[src/rtl/mc_err_bank.sv]
module mc_err_bank #(
  parameter int          DW        = 64,
  parameter logic [63:0] IMPL_MASK = 64'h0000_FFFF_0000_FFFF
) (
  input  logic                  clk,
  input  logic                  rst_n,
  input  logic [1:0]            reg_addr,
  input  logic [DW-1:0]         reg_wdata,
  input  logic                  reg_we,
  input  logic                  reg_re,
  output logic [DW-1:0]         reg_rdata,
  output logic                  reg_fault,
  input  logic                  bus_chk,
  input  logic                  par_chk,
  input  logic                  par_en,
  input  logic [$clog2(DW)-1:0] err_src,
  input  logic [DW-1:0]         cyc_def
);
  localparam int SW    = $clog2(DW);
  localparam int VALID = DW - 1;
  localparam int OVF   = DW - 2;

  logic [DW-1:0] en_q, st_q, ty_q;
  logic          err, cap, st_clr, st_bad, ty_rd;

  assign err    = bus_chk | (par_chk & par_en);
  assign cap    = err & en_q[err_src];
  assign st_clr = reg_we & (reg_addr == 2'd1) & (reg_wdata == '0);
  assign st_bad = reg_we & (reg_addr == 2'd1) & (reg_wdata != '0);
  assign ty_rd  = reg_re & (reg_addr == 2'd2);

  always_comb begin
    case (reg_addr)
      2'd0:    reg_rdata = en_q;
      2'd1:    reg_rdata = st_q;
      2'd2:    reg_rdata = ty_q;
      default: reg_rdata = '0;
    endcase
  end

  always_ff @(posedge clk) begin
    if (!rst_n) begin
      en_q      <= '0;
      st_q      <= '0;
      ty_q      <= '0;
      reg_fault <= 1'b0;
    end else begin
      reg_fault <= st_bad;
      if (reg_we && reg_addr == 2'd0)
        en_q <= reg_wdata & IMPL_MASK[DW-1:0];
      if (cap) begin
        if (st_q[VALID] && !st_clr)
          st_q[OVF] <= 1'b1;
        else begin
          st_q         <= '0;
          st_q[VALID]  <= 1'b1;
          st_q[SW-1:0] <= err_src;
        end
        ty_q <= {cyc_def[DW-1:1], 1'b1};
      end else begin
        if (st_clr) st_q    <= '0;
        if (ty_rd)  ty_q[0] <= 1'b0;
      end
    end
  end
endmodule

[config.mk]
export PLATFORM = sky130hd
export DESIGN_NAME = mc_err_bank
export DESIGN_NICKNAME = d
export VERILOG_FILES = /design/src/rtl/mc_err_bank.sv
export SDC_FILE = /design/constraint.sdc
export NUM_CORES = 1
export LEC_CHECK = 0
export ABC_AREA = 1
export BUFFER_PORTS_ARGS = -buffer_cell sky130_fd_sc_hd__buf_2
export CELL_PAD_IN_SITES_DETAIL_PLACEMENT = 1
export CELL_PAD_IN_SITES_GLOBAL_PLACEMENT = 1
export CORE_AREA = 2 2 101 152
export CTS_BUF_LIST = sky130_fd_sc_hd__clkbuf_4 sky130_fd_sc_hd__clkbuf_8
export DETAILED_ROUTE_END_ITERATION = 10
export DIE_AREA = 0 0 103 154
export GPL_ROUTABILITY_DRIVEN = 0
export GPL_TIMING_DRIVEN = 0
export PLACE_DENSITY = 0.93
export SYNTH_ARGS = -nofsm -noshare
export SYNTH_HDL_FRONTEND = slang
export SYNTH_SLANG_ARGS = --single-unit
[constraint.sdc]
create_clock -name clk -period 1.6 [get_ports clk]
set_input_delay 0.08 -clock clk [delete_from_list [all_inputs] [get_ports clk]]
set_output_delay 0.08 -clock clk [all_outputs]
set_load 0.01 [all_outputs]
==> results_dict.tcl <==
set metrics [dict create \
    status "complete, but fails checks" \
    violations "negative hold slack, negative setup slack" \
    synth_commonest_cells "105 x dfxtp_1, 101 x inv_1, 93 x a21oi_1" \
    grt_pass1_vias 6630 \
    cp_slowest_cell "dfxtp_1" \
    r2r_cells 11 \
    finalSetupViolCount 69 \
    grt_pass1_wl_um 33100 \
    post-dp-hpwl_um 14500 \
    drtPass1Iterations 4 \
    clockRootBuffer "clkbuf_8" \
    vias_per_cell 5.11 \
    crit_path_max_incr_delay_ns 0.33 \
    fin_nets 1132 \
    max_freq_mhz 576 \
    register_area_um2 2130 \
    async_flop_share 0 \
    cts_max_level 3 \
    synth_edf_count 0 \
    vias 6081 \
    post_drt_wl_per_cell_um 18.4 \
    fin_setup_tns_ns -3.46 \
    arrival_ns 2.01 \
    ys.flop_type "dfxtp_1" \
    peakVddDrop_mv 0.360 \
    crit_chain "inv_1 -> nand2_1 -> nand3_1 -> nand3_1 -> nand3_2 -> nand3_2 -> nand3_4 -> buf_12 -> buf_12 -> o21ai_2 -> a21oi_2" \
    placed_area_um2 6150 \
    ys_seq_area_frac 0.430 \
    die-width_um 103 \
    skew_ns 0.0155 \
    dieArea_um2 15900 \
    whs_path_depth 3 \
    grt_max_degree 16 \
    antenna_found_initial 1 \
    critPathLaunchType "register" \
    drive_above_1_share 0.329 \
    tightest_slew_ns 0.742 \
    syn_area_per_cell_um2 6.97 \
    synth.top_cell.area_share 0.430 \
    syn_inst 702 \
    rsz0062_at_grt "yes" \
    hold_viol_final 1 \
    dp_slack_ns -0.282 \
    cts_tree "done" \
    finalCritPeriodShare 1.08 \
    relSlewSlack 0.505 \
    multi_input_area_um2 2300 \
    grt_overflow 0 \
    syn_area_um2 4890 \
    cts_sinks 105 \
    synth_top_area_cell "dfxtp_1" \
    grt.total_usage 0.268 \
    num_rows 54 \
    core_area_um2 14500 \
    synth.most_common_cell "dfxtp_1" \
    cp_max_fo 6 \
    ys_warn_count 0 \
    ys_ff_latch 105 \
    worstPathRequired_ns 1.87 \
    fin_ws_ns -0.135 \
    worstHoldPathType "primary input to register" \
    io_buffers 202 \
    slew_viol_final 0 \
    drc 0 \
    path_class "register to register" \
    clkTransAtPathRegs_ns 0.10 \
    fin_crit_ns 1.73 \
    whs_ns -0.0132 \
    synth.net_count 845 \
    die_h_um 154 \
    p_per_area_nw_per_um2 807 \
    synthDistinctLibCells 29 \
    nFillCells 1922 \
    netlist_top_cells_area "dfxtp_1 43%, a21oi_1 9.5%, o21ai_0 9.0%" \
    clockBufferDepth 2 \
    leakagePower_nw 3.31 \
    wirelength_um 21900 \
    ant_nets 0 \
    numCtsBuffers 9 \
    start_util 0.338 \
    fin_area_um2 7350 \
    syn2layout_area_growth_pct 50.3 \
    pin_count 208 \
    clock_latency_ns 0.38 \
    drv_cap 0 \
    end_kind "register" \
    drt_iter0_markers 262 \
]
[critical path, delay by kind of cell, from the launching register on]
family	cells	cell delay (ns)
simple gates	6	0.67
flops	1	0.33
compound gates	2	0.22
buf+inv	3	0.41
[placed cells by master, fill, tap and decap left out, drive strengths merged, types with 2 or more instances in the layout]
master and n:
clkinv 2, clkbuf 34, bufinv 2, diode 3, buf 231, a21oi 93, dfxtp 105, nand2 86
o221ai 4, o211ai 3, o22ai 10, nand3 44, inv 104, o21ai 113, dlygate4sd3 65, nor2 94
[area by class of cell]
class / instances / share of cell area
clock inverters: 4 / 0.00953
plain buffers: 44 / 0.0419
multi-input cells: 449 / 0.313
flip-flops and latches: 105 / 0.290
well taps: 196 / 0.0334
clock buffers: 10 / 0.0179
inverters: 104 / 0.0534
repair buffers: 276 / 0.240
diodes: 3 / 0.00102
[per-layer routing]
layer / up-vias / track usage / share of wire / routed length, um
met3: 70 / 0.0441 / 0.053 / 1170
met4: 0 / 0.148 / 0.044 / 972
met2: 239 / 0.501 / 0.54 / 11900
met5: - / 0 / 0 / 0
li1: 2847 / - / - / -
met1: 2925 / 0.271 / 0.36 / 7870
[kinds of logic (layout without fill, tap and decap cells)]
kind of cell	count (synthesis)	in the layout	synth area share
buf+inv	148	438	0.136
flops	105	105	0.430
simple gates	225	225	0.196
other cells	0	3	0
compound gates	224	224	0.238
[what timing repair did]
action,CTS,global route
endpoints found under the hold margin,65,0
resized for setup,39,56
hold buffers,65,0
buffers inserted,2,5
setup endpoints to repair,59,95
cloned,1,1
pin swaps,4,10
[stage by stage]
stage                     cells   util  total power [W]  hold WS, ns
after floorplan             702      -          0.00345        0.215
after global placement     1100  0.425          0.00384        0.320
final                      1191  0.508          0.00593      -0.0132
after global routing       1189  0.508          0.00618      0.00438
after detailed placement   1100  0.425          0.00389        0.325
after CTS                  1182  0.494          0.00582      0.00156
[registers in the layout, summed over array words and instances, names as in the netlist]
register,cells
ty_q,64
en_q,32
st_q,8
reg_fault,1
[path summary, 6_finish.rpt]
check,to,startpoint,slack [ns]
worst max-delay path,ty_q[36]$_SDFFE_PN0N_,en_q[13]$_SDFFE_PN0P_,-0.13
worst min-delay path,ty_q[48]$_SDFFE_PN0N_,cyc_def[48],-0.01
worst max register to register,ty_q[36]$_SDFFE_PN0N_,en_q[13]$_SDFFE_PN0P_,-0.13
worst min register to register,st_q[4]$_SDFFE_PN0P_,st_q[4]$_SDFFE_PN0P_,0.46
[power by group]
group          switching (W)  total [W]  internal, W
logic               0.000720    0.00127     0.000552
clock network       0.000918    0.00180     0.000879
registers          0.0000752    0.00286      0.00279
Note: power is estimated with default switching activity, not from simulation.
